$ cat config.mk
export PLATFORM = sky130hd
export DESIGN_NAME = hbs_seq
export DESIGN_NICKNAME = d
export VERILOG_FILES = /design/src/rtl/hbs_pkg.sv /design/src/rtl/hbs_timer.sv /design/src/rtl/hbs_chan_ctr.sv /design/src/rtl/hbs_ctrl.sv /design/src/rtl/hbs_seq.sv
export SDC_FILE = /design/constraint.sdc
export NUM_CORES = 1
export LEC_CHECK = 0
export CELL_PAD_IN_SITES_DETAIL_PLACEMENT = 0
export CELL_PAD_IN_SITES_GLOBAL_PLACEMENT = 1
export CORE_MARGIN = 1.5
export CORE_UTILIZATION = 41
export CTS_BUF_LIST = sky130_fd_sc_hd__clkbuf_2
export CTS_CLUSTER_DIAMETER = 40
export DETAILED_ROUTE_END_ITERATION = 8
export PLACE_DENSITY = 0.87
export SLEW_MARGIN = 10
export SYNTH_ARGS = -nofsm -noshare
export SYNTH_HDL_FRONTEND = slang
export SYNTH_SLANG_ARGS = --single-unit
$ cat constraint.sdc
create_clock -name clk -period 6.2 [get_ports clk]
set_input_delay 0.62 -clock clk [delete_from_list [all_inputs] [get_ports clk]]
set_output_delay 0.62 -clock clk [all_outputs]
set_load 0.01 [all_outputs]
$ cat src/rtl/hbs_pkg.sv
// Shared types and helpers for the parallel bus sequencer.
// Assumes all timing values are positive integers in nanoseconds.
package hbs_pkg;

    // Command codes on cmd_op
    typedef enum logic [2:0] {
        OP_WRITE = 3'd0,
        OP_BURST = 3'd1,
        OP_LOAD  = 3'd2,
        OP_READ  = 3'd3,
        OP_RESET = 3'd4
    } op_e;

    // Sequencer phases
    typedef enum logic [2:0] {
        S_IDLE,
        S_WR_LO,
        S_WR_HI,
        S_LD_LO,
        S_LD_HI,
        S_RD_ACC,
        S_RD_REL,
        S_RST_LO
    } state_e;

    // Bus strobe group, all registered together
    typedef struct packed {
        logic cs_n;
        logic rw;
        logic en_n;
        logic ld_n;
        logic rs_n;
        logic oe;
    } strb_t;

    localparam strb_t STRB_IDLE = '{cs_n: 1'b1, rw: 1'b0, en_n: 1'b1,
                                    ld_n: 1'b1, rs_n: 1'b1, oe: 1'b0};

    // Nanoseconds to cycles, rounded up, never below one
    function automatic int ns_to_cyc(input int ns, input int clk_ns);
        int c;
        c = (ns + clk_ns - 1) / clk_ns;
        return (c < 1) ? 1 : c;
    endfunction

    function automatic int imax(input int a, input int b);
        return (a > b) ? a : b;
    endfunction

endpackage

$ cat src/rtl/hbs_timer.sv
// Phase timer: loaded with N-1, counts down to zero, so a phase lasts N cycles.
// Assumes the loaded value fits in W bits.
module hbs_timer #(
    parameter int W = 6
) (
    input  logic         clk,
    input  logic         rst_n,
    input  logic         load,
    input  logic [W-1:0] val,
    output logic         zero
);
    logic [W-1:0] cnt_q;

    // Load or count down toward zero
    always_ff @(posedge clk) begin
        if (!rst_n)          cnt_q <= '0;
        else if (load)       cnt_q <= val;
        else if (cnt_q != 0) cnt_q <= cnt_q - 1'b1;
    end

    assign zero = (cnt_q == '0);
endmodule

$ cat src/rtl/hbs_chan_ctr.sv
// Burst channel index: cleared at burst start, stepped per channel.
// Assumes NCH channels numbered from zero.
module hbs_chan_ctr #(
    parameter int NCH = 16,
    parameter int AW  = 4
) (
    input  logic          clk,
    input  logic          rst_n,
    input  logic          clr,
    input  logic          inc,
    output logic [AW-1:0] idx,
    output logic [AW-1:0] idx_nxt,
    output logic          last
);
    localparam logic [AW-1:0] LAST_IDX = AW'(NCH - 1);

    // Hold the current burst channel
    always_ff @(posedge clk) begin
        if (!rst_n)   idx <= '0;
        else if (clr) idx <= '0;
        else if (inc) idx <= idx_nxt;
    end

    assign idx_nxt = idx + 1'b1;
    assign last    = (idx == LAST_IDX);
endmodule

$ cat src/rtl/hbs_ctrl.sv
// Command state machine and registered bus pins.
// Assumes phase counts are at least one and the timer/counter follow its strobes
// with one cycle of latency.
module hbs_ctrl
    import hbs_pkg::*;
#(
    parameter int NCH   = 16,
    parameter int DW    = 8,
    parameter int AW    = 4,
    parameter int TW    = 6,
    parameter int C_L   = 10,
    parameter int C_H   = 10,
    parameter int C_ACC = 40,
    parameter int C_REL = 38,
    parameter int C_RS  = 7
) (
    input  logic              clk,
    input  logic              rst_n,
    input  logic              cmd_valid,
    output logic              cmd_ready,
    input  logic [2:0]        cmd_op,
    input  logic [AW-1:0]     cmd_chan,
    input  logic [DW-1:0]     cmd_data,
    input  logic [NCH*DW-1:0] cmd_burst,
    input  logic [DW-1:0]     bus_din,
    output strb_t             strb,
    output logic [AW-1:0]     addr,
    output logic [DW-1:0]     dout,
    output logic [DW-1:0]     rd_data,
    output logic              rd_valid,
    output logic              done,
    input  logic              tmr_zero,
    output logic              tmr_load,
    output logic [TW-1:0]     tmr_val,
    input  logic [AW-1:0]     ch_nxt,
    input  logic              ch_last,
    output logic              ch_clr,
    output logic              ch_inc
);
    localparam logic [TW-1:0] V_L   = TW'(C_L - 1);
    localparam logic [TW-1:0] V_H   = TW'(C_H - 1);
    localparam logic [TW-1:0] V_ACC = TW'(C_ACC - 1);
    localparam logic [TW-1:0] V_REL = TW'(C_REL - 1);
    localparam logic [TW-1:0] V_RS  = TW'(C_RS - 1);

    state_e            st_q, st_d;
    strb_t             strb_d;
    logic [AW-1:0]     addr_d;
    logic [DW-1:0]     dout_d, rdd_d;
    logic              done_d, rdv_d, burst_q, burst_d;
    logic [NCH*DW-1:0] bdat_q, bdat_d;

    // Next-state and next-pin decision for every phase
    always_comb begin
        st_d     = st_q;
        strb_d   = strb;
        addr_d   = addr;
        dout_d   = dout;
        rdd_d    = rd_data;
        done_d   = 1'b0;
        rdv_d    = 1'b0;
        burst_d  = burst_q;
        bdat_d   = bdat_q;
        tmr_load = 1'b0;
        tmr_val  = '0;
        ch_clr   = 1'b0;
        ch_inc   = 1'b0;
        unique case (st_q)
            S_IDLE: begin
                if (cmd_valid) begin
                    case (cmd_op)
                        OP_WRITE, OP_BURST: begin
                            st_d     = S_WR_LO;
                            strb_d   = '{cs_n: 1'b0, rw: 1'b0, en_n: 1'b0,
                                         ld_n: 1'b1, rs_n: 1'b1, oe: 1'b1};
                            tmr_load = 1'b1;
                            tmr_val  = V_L;
                            if (cmd_op == OP_BURST) begin
                                addr_d  = '0;
                                dout_d  = cmd_burst[DW-1:0];
                                bdat_d  = cmd_burst;
                                burst_d = 1'b1;
                                ch_clr  = 1'b1;
                            end else begin
                                addr_d  = cmd_chan;
                                dout_d  = cmd_data;
                                burst_d = 1'b0;
                            end
                        end
                        OP_LOAD: begin
                            st_d     = S_LD_LO;
                            strb_d   = '{cs_n: 1'b1, rw: 1'b0, en_n: 1'b0,
                                         ld_n: 1'b0, rs_n: 1'b1, oe: 1'b0};
                            tmr_load = 1'b1;
                            tmr_val  = V_L;
                        end
                        OP_READ: begin
                            st_d     = S_RD_ACC;
                            strb_d   = '{cs_n: 1'b0, rw: 1'b1, en_n: 1'b1,
                                         ld_n: 1'b1, rs_n: 1'b1, oe: 1'b0};
                            addr_d   = cmd_chan;
                            tmr_load = 1'b1;
                            tmr_val  = V_ACC;
                        end
                        OP_RESET: begin
                            st_d     = S_RST_LO;
                            strb_d   = '{cs_n: 1'b1, rw: 1'b0, en_n: 1'b1,
                                         ld_n: 1'b1, rs_n: 1'b0, oe: 1'b0};
                            tmr_load = 1'b1;
                            tmr_val  = V_RS;
                        end
                        default: done_d = 1'b1;
                    endcase
                end
            end
            S_WR_LO: begin
                if (tmr_zero) begin
                    st_d        = S_WR_HI;
                    strb_d.en_n = 1'b1;
                    tmr_load    = 1'b1;
                    tmr_val     = V_H;
                end
            end
            S_WR_HI: begin
                if (tmr_zero) begin
                    if (burst_q && !ch_last) begin
                        st_d        = S_WR_LO;
                        strb_d.en_n = 1'b0;
                        addr_d      = ch_nxt;
                        dout_d      = bdat_q[int'(ch_nxt)*DW +: DW];
                        ch_inc      = 1'b1;
                        tmr_load    = 1'b1;
                        tmr_val     = V_L;
                    end else begin
                        st_d   = S_IDLE;
                        strb_d = STRB_IDLE;
                        done_d = 1'b1;
                    end
                end
            end
            S_LD_LO: begin
                if (tmr_zero) begin
                    st_d        = S_LD_HI;
                    strb_d.en_n = 1'b1;
                    strb_d.ld_n = 1'b1;
                    tmr_load    = 1'b1;
                    tmr_val     = V_H;
                end
            end
            S_LD_HI: begin
                if (tmr_zero) begin
                    st_d   = S_IDLE;
                    strb_d = STRB_IDLE;
                    done_d = 1'b1;
                end
            end
            S_RD_ACC: begin
                if (tmr_zero) begin
                    st_d        = S_RD_REL;
                    rdd_d       = bus_din;
                    strb_d.cs_n = 1'b1;
                    tmr_load    = 1'b1;
                    tmr_val     = V_REL;
                end
            end
            S_RD_REL: begin
                if (tmr_zero) begin
                    st_d   = S_IDLE;
                    strb_d = STRB_IDLE;
                    done_d = 1'b1;
                    rdv_d  = 1'b1;
                end
            end
            S_RST_LO: begin
                if (tmr_zero) begin
                    st_d   = S_IDLE;
                    strb_d = STRB_IDLE;
                    done_d = 1'b1;
                end
            end
            default: st_d = S_IDLE;
        endcase
    end

    // Register state, pins and command payload
    always_ff @(posedge clk) begin
        if (!rst_n) begin
            st_q     <= S_IDLE;
            strb     <= STRB_IDLE;
            addr     <= '0;
            dout     <= '0;
            rd_data  <= '0;
            rd_valid <= 1'b0;
            done     <= 1'b0;
            burst_q  <= 1'b0;
            bdat_q   <= '0;
        end else begin
            st_q     <= st_d;
            strb     <= strb_d;
            addr     <= addr_d;
            dout     <= dout_d;
            rd_data  <= rdd_d;
            rd_valid <= rdv_d;
            done     <= done_d;
            burst_q  <= burst_d;
            bdat_q   <= bdat_d;
        end
    end

    assign cmd_ready = (st_q == S_IDLE);
endmodule

$ cat src/rtl/hbs_seq.sv
// Top of the parallel bus sequencer: derives cycle counts from the
// nanosecond limits and joins timer, burst counter and control.
// Assumes bus_din is stable by the end of the access wait.
module hbs_seq
    import hbs_pkg::*;
#(
    parameter int NCH       = 16,
    parameter int DW        = 8,
    parameter int CLK_NS    = 4,
    parameter int T_ENL_NS  = 40,
    parameter int T_ENH_NS  = 40,
    parameter int T_DH_NS   = 10,
    parameter int T_ACC_NS  = 160,
    parameter int T_RWD_NS  = 120,
    parameter int T_REL_NS  = 150,
    parameter int T_RST_NS  = 25,
    localparam int AW       = (NCH > 1) ? $clog2(NCH) : 1
) (
    input  logic              clk,
    input  logic              rst_n,
    input  logic              cmd_valid,
    output logic              cmd_ready,
    input  logic [2:0]        cmd_op,
    input  logic [AW-1:0]     cmd_chan,
    input  logic [DW-1:0]     cmd_data,
    input  logic [NCH*DW-1:0] cmd_burst,
    output logic [AW-1:0]     bus_addr,
    output logic [DW-1:0]     bus_dout,
    output logic              bus_oe,
    input  logic [DW-1:0]     bus_din,
    output logic              bus_cs_n,
    output logic              bus_rw,
    output logic              bus_en_n,
    output logic              bus_ld_n,
    output logic              bus_rs_n,
    output logic [DW-1:0]     rd_data,
    output logic              rd_valid,
    output logic              done
);
    localparam int C_L   = ns_to_cyc(T_ENL_NS, CLK_NS);
    localparam int C_H   = imax(ns_to_cyc(T_ENH_NS, CLK_NS), ns_to_cyc(T_DH_NS, CLK_NS));
    localparam int C_ACC = imax(ns_to_cyc(T_ACC_NS, CLK_NS), ns_to_cyc(T_RWD_NS, CLK_NS));
    localparam int C_REL = ns_to_cyc(T_REL_NS, CLK_NS);
    localparam int C_RS  = ns_to_cyc(T_RST_NS, CLK_NS);
    localparam int C_MAX = imax(imax(C_L, C_H), imax(imax(C_ACC, C_REL), C_RS));
    localparam int TW    = $clog2(C_MAX + 1);

    strb_t          strb;
    logic           tmr_zero, tmr_load;
    logic [TW-1:0]  tmr_val;
    logic [AW-1:0]  ch_idx, ch_nxt;
    logic           ch_last, ch_clr, ch_inc;

    hbs_timer #(.W(TW)) u_timer (
        .clk  (clk),
        .rst_n(rst_n),
        .load (tmr_load),
        .val  (tmr_val),
        .zero (tmr_zero)
    );

    hbs_chan_ctr #(.NCH(NCH), .AW(AW)) u_chan (
        .clk    (clk),
        .rst_n  (rst_n),
        .clr    (ch_clr),
        .inc    (ch_inc),
        .idx    (ch_idx),
        .idx_nxt(ch_nxt),
        .last   (ch_last)
    );

    hbs_ctrl #(
        .NCH(NCH), .DW(DW), .AW(AW), .TW(TW),
        .C_L(C_L), .C_H(C_H), .C_ACC(C_ACC), .C_REL(C_REL), .C_RS(C_RS)
    ) u_ctrl (
        .clk      (clk),
        .rst_n    (rst_n),
        .cmd_valid(cmd_valid),
        .cmd_ready(cmd_ready),
        .cmd_op   (cmd_op),
        .cmd_chan (cmd_chan),
        .cmd_data (cmd_data),
        .cmd_burst(cmd_burst),
        .bus_din  (bus_din),
        .strb     (strb),
        .addr     (bus_addr),
        .dout     (bus_dout),
        .rd_data  (rd_data),
        .rd_valid (rd_valid),
        .done     (done),
        .tmr_zero (tmr_zero),
        .tmr_load (tmr_load),
        .tmr_val  (tmr_val),
        .ch_nxt   (ch_nxt),
        .ch_last  (ch_last),
        .ch_clr   (ch_clr),
        .ch_inc   (ch_inc)
    );

    assign bus_cs_n = strb.cs_n;
    assign bus_rw   = strb.rw;
    assign bus_en_n = strb.en_n;
    assign bus_ld_n = strb.ld_n;
    assign bus_rs_n = strb.rs_n;
    assign bus_oe   = strb.oe;

    // ch_idx is consumed through ch_last and ch_nxt
    logic unused_idx;
    assign unused_idx = ^ch_idx;
endmodule

==> results of run 1 <==
==> report_power, final <==
part / leakage, nW / switching [W] / internal [W]
sequential: 1.38 / 0.0000853 / 0.00119
combinational: 1.79 / 0.000516 / 0.000424
clock: 0.157 / 0.000418 / 0.000235
==> layout make-up <==
cell class	instances	area share, %
multi-input cells	742	41.4
flip-flops and latches	170	33.8
repair buffers	188	18.7
well taps	234	2.91
clock inverters	15	1.88
clock buffers	17	0.846
inverters	11	0.435
diodes	1	0.0249
==> kinds of logic after synthesis <==
kind of cell               count (synthesis)  share of synthesized area [%]
AOI/OAI and AO/OA                        240                           17.8
xor gates and xnor gates                  11                           1.23
adders and majority gates                  6                          0.924
buffers and inverters                     80                           4.27
DFF                                      170                           43.3
muxes                                     71                           10.1
and+or+nand+nor                          414                           22.3
==> path summary, 6_finish.rpt <==
kind | slack, ns | from | endpoint | depth (start not counted)
setup reg to reg | 3.18 | u_ctrl.st_q[0]$_SDFFE_PN0P_ | u_ctrl.bdat_q[56]$_SDFFE_PN0P_ | 5
hold reg to reg | 0.47 | u_ctrl.bdat_q[39]$_SDFFE_PN0P_ | u_ctrl.bdat_q[39]$_SDFFE_PN0P_ | 2
setup / recovery | 2.87 | u_ctrl.st_q[0]$_SDFFE_PN0P_ | cmd_ready | 2
hold / removal | 0.37 | cmd_burst[24] | u_ctrl.bdat_q[24]$_SDFFE_PN0P_ | 3
==> worst register-to-register path: cells and delay by family (launching register included) <==
| family | cells | cell delay (ns) |
|---|---|---|
| buf+inv | 1 | 0.63 |
| simple gates | 3 | 1.60 |
| compound gates | 1 | 0.07 |
| flops | 1 | 0.58 |
==> synthesized netlist by cell type (all sizes together), types with 2 or more instances <==
library cell	instances
a211oi	6
clkbuf	47
nor2b	5
mux2	28
ha	5
dfxtp	170
o31ai	3
o22ai	16
or2	2
a22oi	9
nor3	11
a311oi	3
and3b	2
a31oi	3
nand3	41
and3	2
nand2b	2
inv	10
a32o	8
o21ai	22
a21oi	157
nor3b	6
mux2i	39
mux4	4
nand2	298
nor2	30
nand4	10
buf	22
xor2	4
o21a	2
xnor2	7
==> per-stage QoR <==
step	instance area [sq um]	hold WS, ns	cells	util [%]
floorplan	7850	0.433	992	-
global placement	9780	0.439	1345	52.1
detailed placement	9780	0.445	1345	52.1
CTS	10100	0.303	1377	53.6
global route	10100	0.276	1378	53.6
finish	10100	0.374	1378	53.6
==> flip-flops by register name, indices dropped and copies added, names as in the netlist <==
register         flops
u_ctrl.bdat_q      128
u_ctrl.dout          8
u_ctrl.rd_data       8
u_ctrl.strb          6
u_timer.cnt_q        6
u_chan.idx           4
u_ctrl.addr          4
u_ctrl.st_q          3
u_ctrl.burst_q       1
u_ctrl.done          1
u_ctrl.rd_valid      1
==> cells in the final DEF (no fill, tap or decap), types with 4 or more instances in the layout <==
| cell | count |
|---|---|
| a22oi_1 | 9 |
| clkbuf_2 | 17 |
| o21ai_0 | 21 |
| inv_8 | 4 |
| a21oi_1 | 157 |
| xnor2_1 | 6 |
| xor2_1 | 4 |
| ha_1 | 4 |
| mux4_2 | 4 |
| nand2_1 | 298 |
| mux2i_1 | 39 |
| o22ai_1 | 16 |
| nand4_1 | 10 |
| clkdlybuf4s50_1 | 182 |
| nor3_1 | 10 |
| buf_4 | 5 |
| dfxtp_1 | 170 |
| nor2_1 | 29 |
| a211oi_1 | 6 |
| nand3_1 | 40 |
| mux2_2 | 28 |
| nor2b_1 | 4 |
| a32o_1 | 8 |
| inv_1 | 9 |
==> layer usage <==
layer	track usage, %	part of all wire (%)	up-vias	routed length, um
li1	-	-	3698	-
met4	6.57	1.5	0	343
met5	0	0	-	0
met1	33.2	46	3466	10700
met3	5.20	6.4	21	1480
met2	36.1	46	237	10700
==> impl_summary.log, run 1 <==
[metrics] worst hold path type: in2reg
[metrics] warnings from Yosys: 0
[metrics] Die Width: approximately 140 um
[metrics] Starting Density: between 40% and 50%
[metrics] Synthesized Nets: between 1k and 1.5k
[metrics] top-area cell type share of the netlist area: a little over two fifths
[metrics] sum of negative setup slack: 0 ns
[metrics] Fill cells: approximately 1.8k
[metrics] vias in the first global route: between 6k and 7k
[metrics] number of DRC violations after detailed routing: 0
[metrics] syn_area_per_cell: 7.92 sq um
[metrics] endpoint type of the worst setup path: primary output
[metrics] Fmax achieved: roughly 300 MHz
[metrics] clock tree from TritonCTS: yes
[metrics] number of clock sinks seen by CTS: 170
[metrics] dominant cell type by area after synthesis: dfxtp_1
[metrics] Relative slew margins: roughly a third
[metrics] worst path setup slack after routing: around 2.9 ns
[metrics] Area Overhead vs Synth: 28.0%
[metrics] maximum clock insertion buffer count: 2
[metrics] initial antenna violation count: 1
[metrics] net count of the finished layout: approximately 1.3k
[metrics] static power due to leakage: 3.33 nW
[metrics] Post-Synthesis Cells: between 900 and 1k
[metrics] number of endpoints with negative hold slack in the final report: 0
[metrics] first-pass GRT wire length: approximately 37000 um
[metrics] # resized after CTS: 0
[metrics] start-to-end type of the worst setup path: reg2out
[metrics] Worst Tran Pin Value: 1.01 ns
[metrics] number of placed I/O pins: ~180
[metrics] number of buffers and inverters on the critical path: 1
[metrics] number of buffers created by CTS: 17
[metrics] worst setup slack before clock tree synthesis: about 2.8 ns
[metrics] ratio of routed vias to standard cells: approximately 5.4
[metrics] hold bufs inserted after CTS: 0
[metrics] maximum resistive drop on vdd: around 140 uV
[metrics] Worst Clk Skew: approximately 0.038 ns
[metrics] endpoint required time on the critical path: between 5 and 6 ns
[metrics] total wirelength of the detailed-routed design: roughly 23000 um
[metrics] worst-skew pair later-pin latency: about 0.75 ns
[metrics] distinct cell type count of the synthesized netlist: 57
[metrics] synthesized flop and latch total: between 150 and 200
[metrics] kind of start point of the critical path: flop
[metrics] number of violations reported at the end of detailed-routing iteration 0: between 500 and 600
[metrics] number of flops mapped to enable cells by yosys: 0
[metrics] Total GRT Usage: 23.5%
[metrics] buffer count from post-CTS setup fixing: 0
[metrics] RSZ-0062 raised after global routing: no
[metrics] fraction of the cycle the final worst path needs: a little over half
[metrics] worst path cell trace: nor3_2, clkdlybuf4s50_1
[metrics] total standard cell area after synthesis: around 7900 sq um
[metrics] post-detailed-route count of antenna-violating nets: 0
[metrics] sum of net half-perimeters after detailed placement: around 16000 um
[metrics] maximum single-stage delay on the critical path: approximately 0.73 ns
[metrics] minimum period implied by the final worst setup slack: between 3 and 4 ns
[metrics] floorplan die area: between 15000 and 20000 sq um
[metrics] Clk Tree Root Cell: clkbuf_2
[metrics] overflow left after global routing: 0
[metrics] status: complete, no violations
[metrics] routed wire length per instance: between 15 and 20 um
[metrics] arrival time at the worst endpoint: 2.71 ns
[metrics] final RePlAce weighted congestion: roughly 0.94
[metrics] Multi-input gate area: 4160 sq um
[metrics] post-layout total power: between 0.002 and 0.003 W
[metrics] cell types occupying the most area after synthesis: dfxtp_1 43%, nand2_1 14%, a21oi_1 10%
[metrics] share of cells above drive strength 1: about 7.5%
[metrics] Maximum Capacitance Violations: 0
[metrics] maximum number of pins on one net before global-route repair: between 100 and 150
[metrics] maximum fanout along the worst path: 20
[metrics] Std-Cell Core Area: between 15000 and 20000 sq um
[metrics] Max stage delay cell, worst path: nor3_2
[metrics] power density of the placed cells: about 290 nW/um^2
[metrics] std cell rows: 50
[metrics] kind of cell adding the most delay to the critical path: simple AND/OR/NAND/NOR gates
[metrics] Die Y: 141 um
[metrics] H-tree Lvls: 4
[metrics] prevailing post-synth register cell: dfxtp_1
[metrics] proportion of synthesized chip area in sequential cells: a little over two fifths
[metrics] Reg clk slew, reported paths: between 0.2 and 0.3 ns
[metrics] vias after detailed routing: around 7.4k
[metrics] total count of max-transition violations in the final report: 0
[metrics] I/O Buffers: around 180
[metrics] fraction of synthesis flops using an asynchronous set or reset pin: 0%
[metrics] setup violators final: 0
[metrics] sequential standard cell area: approximately 3400 sq um
[metrics] drt pass-1 iters: 7
Note: power is estimated with default switching activity, not from simulation.
==> inputs of run 2 (changes only) <==
--- a/config.mk
+++ b/config.mk
@@ -8,11 +8,11 @@
 export CELL_PAD_IN_SITES_DETAIL_PLACEMENT = 0
 export CELL_PAD_IN_SITES_GLOBAL_PLACEMENT = 1
 export CORE_MARGIN = 1.5
-export CORE_UTILIZATION = 41
+export CORE_UTILIZATION = 38
 export CTS_BUF_LIST = sky130_fd_sc_hd__clkbuf_2
 export CTS_CLUSTER_DIAMETER = 40
 export DETAILED_ROUTE_END_ITERATION = 8
-export PLACE_DENSITY = 0.87
+export PLACE_DENSITY = 0.81
 export SLEW_MARGIN = 10
 export SYNTH_ARGS = -nofsm -noshare
 export SYNTH_HDL_FRONTEND = slang
==> constraint.sdc (replaced) <==
create_clock -name clk -period 3.4 [get_ports clk]
set_input_delay 0.34 -clock clk [delete_from_list [all_inputs] [get_ports clk]]
set_output_delay 0.34 -clock clk [all_outputs]
set_load 0.01 [all_outputs]
==> run 2 against run 1 <==
Against the previous run:
- non-clock buffer count increased by 6
- register-to-register slack worse by 2.3 ns
- worst hold slack worse by 0.28 ns
- sequential cell count stayed put
- via count fell by 0.79%
- first-iteration DRC count shrank 13%
- highest routed layer unchanged
- clock skew is 0.0031 ns lower
==> impl_summary.log, run 2 (same netlist as run 1, synthesis figures left out) <==
[metrics] number of placed I/O pins: 183 (unchanged)
[metrics] sequential standard cell area: 3400 sq um (unchanged)
[metrics] endpoint with the worst hold slack: u_ctrl.bdat_q[26]$_SDFFE_PN0P_
[metrics] Std-Cell Core Area: 20200 sq um (+7.8%)
[metrics] worst hold path type: in2reg
[metrics] number of clock sinks seen by CTS: 170 (unchanged)
[metrics] sum of net half-perimeters after detailed placement: 16200 um (-0.62%)
[metrics] buffer count from post-CTS setup fixing: 0 (unchanged)
[metrics] static power due to leakage: 3.34 nW (+0.50%)
[metrics] Relative slew margins: 48.3% (+16 points)
[metrics] Die Width: 147 um (+3.8%)
[metrics] final RePlAce weighted congestion: 0.872 (-7.7%)
[metrics] ratio of routed vias to standard cells: 5.19 (-3.7%)
[metrics] count of cells along the worst hold path: 3 (unchanged)
[metrics] H-tree Lvls: 4 (unchanged)
[metrics] maximum number of pins on one net before global-route repair: 153 (+19%)
[metrics] endpoint type of the worst setup path: primary output
[metrics] clock tree from TritonCTS: yes
[metrics] sum of negative setup slack: 0 ns (unchanged)
[metrics] maximum resistive drop on vdd: 262 uV (+89%)
[metrics] arrival time at the worst endpoint: 2.68 ns (-0.03 ns)
[metrics] number of DRC violations after detailed routing: 0 (unchanged)
[metrics] Fmax achieved: between 300 and 400 MHz
[metrics] post-detailed-route count of antenna-violating nets: 0 (unchanged)
[metrics] commonest non-fill, non-tap cells in the layout: 298 x nand2_1, 182 x clkdlybuf4s50_1, 170 x dfxtp_1
[metrics] start-to-end type of the worst setup path: reg2out
[metrics] Register-to-Register Path Depth: 5 (unchanged)
[metrics] maximum clock insertion buffer count: 2 (unchanged)
[metrics] minimum period implied by the final worst setup slack: 3.02 ns
[metrics] setup violators final: 0 (unchanged)
[metrics] Final Non-Filler Cells: 1420 (+3.0%)
[metrics] status: complete, no violations
[metrics] share of cells above drive strength 1: 8.01% (+0.48 points)
[metrics] total count of max-transition violations in the final report: 0 (unchanged)
[metrics] most common cell after layout, fill and taps aside: nand2_1
[metrics] Multi-input gate area: 4160 sq um (unchanged)
[metrics] floorplan die area: 21500 sq um (+7.7%)
[metrics] Clk Tree Root Cell: clkbuf_2
[metrics] power density of the placed cells: 503 nW/um^2 (+76%)
[metrics] reg2reg end: u_ctrl.strb[3]$_SDFFE_PN1P_
[metrics] Maximum Capacitance Violations: 0 (unchanged)
[metrics] routed wire length per instance: 16.6 um (-1.6%)
[metrics] Die Y: 147 um (+3.8%)
[metrics] Fill cells: 2032 (+11%)
[metrics] initial antenna violation count: 1 (unchanged)
[metrics] flip-flop count of the largest register, all copies and words added: 128 (unchanged)
[metrics] number of violations reported at the end of detailed-routing iteration 0: 497 (-13%)
[metrics] register containing the most flip-flops in the final layout: u_ctrl.bdat_q
[metrics] registers with the most flip-flops: u_ctrl.bdat_q: 128 flops, u_ctrl.dout: 8 flops, u_ctrl.rd_data: 8 flops
[metrics] vias after detailed routing: 7363 (-0.79%)
[metrics] RSZ-0062 raised after global routing: no
[metrics] endpoint required time on the critical path: 3.06 ns (-2.52 ns)
[metrics] Total GRT Usage: 21.9% (-1.6 points)
[metrics] kind of start point of the critical path: flop
[metrics] number of buffers created by CTS: 17 (unchanged)
[metrics] Starting Density: 38.8% (-3.0 points)
[metrics] Worst Tran Pin Value: 0.768 ns (-0.240 ns)
[metrics] Area Overhead vs Synth: 29.1%
[metrics] number of endpoints with negative hold slack in the final report: 0 (unchanged)
[metrics] fraction of the cycle the final worst path needs: approximately nine tenths
[metrics] std cell rows: 52 (+4.0%)
[metrics] number of placed cells counting well taps: 1386 (+3.0%)
[metrics] total wirelength of the detailed-routed design: 23600 um (+1.4%)
[metrics] overflow left after global routing: 0 (unchanged)
[metrics] I/O Buffers: 182 (unchanged)
[metrics] Hold Crit Start: cmd_burst[26]
[metrics] vias in the first global route: 7083 (+1.9%)
[metrics] worst-skew pair later-pin latency: 0.75 ns (about the same)
[metrics] Worst Clk Skew: 0.0351 ns (-0.00307 ns)
[metrics] first-pass GRT wire length: 37500 um (+1.1%)
[metrics] Register-to-Register Setup Slack: 0.88 ns (-2.30 ns)
[metrics] drt pass-1 iters: 5 (-2)
[metrics] maximum fanout along the worst path: 20 (unchanged)
[metrics] Reg clk slew, reported paths: 0.27 ns (about the same)
[metrics] net count of the finished layout: 1295 (+0.47%)
[metrics] Crit Reg-Reg Startpoint: u_ctrl.st_q[0]$_SDFFE_PN0P_
==> run 2: changes by cell type in the layout (fill, tap and decap cells not counted), sizes merged <==
cell,change
bufinv,-2
dlygate4sd3,+1
inv,+1
buf,+5
clkinvlp,+1
==> run 2: cell type report <==
class                           count  share of cell area [%]
Multi-Input combinational cell    742                    41.0
Sequential cell                   170                    33.6
Timing Repair Buffer              194                    19.4
Tap cell                          270                    3.33
Clock inverter                     15                    1.37
Clock buffer                       17                   0.839
Inverter                           11                   0.432
Antenna cell                        1                  0.0247
==> run 2: timing repair <==
item,4_1_cts,5_1_grt
endpoints found under the hold margin,0,1
gates resized for setup,0,0
hold buffers,0,1
==> run 2: metrics by stage <==
step / power (W) / hold WS [ns] / utilization (%) / instance area, sq um / worst slack, ns
after floorplan: 0.00339 / 0.433 / - / 7850 / 1.24
after global placement: 0.00410 / 0.440 / 48.9 / 9900 / 0.825
after detailed placement: 0.00410 / 0.445 / 48.9 / 9900 / 0.767
after CTS: 0.00515 / 0.00237 / 50.0 / 10100 / 0.288
after global routing: 0.00541 / 0.00534 / 50.1 / 10100 / 0.185
final: 0.00510 / 0.0913 / 50.1 / 10100 / 0.383
==> run 2: how the worst max path moves through the flow <==
| stage | startpoint | end | depth (start not counted) |
|---|---|---|---|
| finish | u_ctrl.st_q[0]$_SDFFE_PN0P_ | cmd_ready | 2 |
| global route | u_ctrl.st_q[0]$_SDFFE_PN0P_ | cmd_ready | 2 |
| CTS | u_ctrl.st_q[0]$_SDFFE_PN0P_ | cmd_ready | 2 |
| detailed placement | cmd_valid | u_timer.cnt_q[0]$_SDFFE_PN0P_ | 6 |
| global placement | cmd_valid | u_timer.cnt_q[0]$_SDFFE_PN0P_ | 6 |
| floorplan | u_chan.idx[0]$_SDFFE_PP0P_ | u_ctrl.dout[6]$_SDFFE_PN0P_ | 7 |
==> run 2: where the power goes <==
group / switching [W] / internal [W]
sequential: 0.000146 / 0.00218
clock: 0.000756 / 0.000278
combinational: 0.000952 / 0.000793
==> run 2: metal layers <==
layer	up-vias	global-route usage, %	part of all wire [%]
met5	-	0	0
met4	0	6.11	1.4
met3	23	4.38	4.9
met2	198	34.2	46
met1	3424	30.6	48
li1	3718	-	-
==> run 2: critical path, cell delays in order, from the launching register on <==
cell             delay (ns)
dfxtp_1                0.59
nor3_2                 0.69
clkdlybuf4s50_1        0.67
==> inputs of run 3 (changes only) <==
--- a/config.mk
+++ b/config.mk
@@ -5,6 +5,7 @@
 export SDC_FILE = /design/constraint.sdc
 export NUM_CORES = 1
 export LEC_CHECK = 0
+export ABC_AREA = 0
 export CELL_PAD_IN_SITES_DETAIL_PLACEMENT = 0
 export CELL_PAD_IN_SITES_GLOBAL_PLACEMENT = 1
 export CORE_MARGIN = 1.5
==> results of run 3 <==
Same layout as run 2: the final DEF is identical, and so are final timing and power.
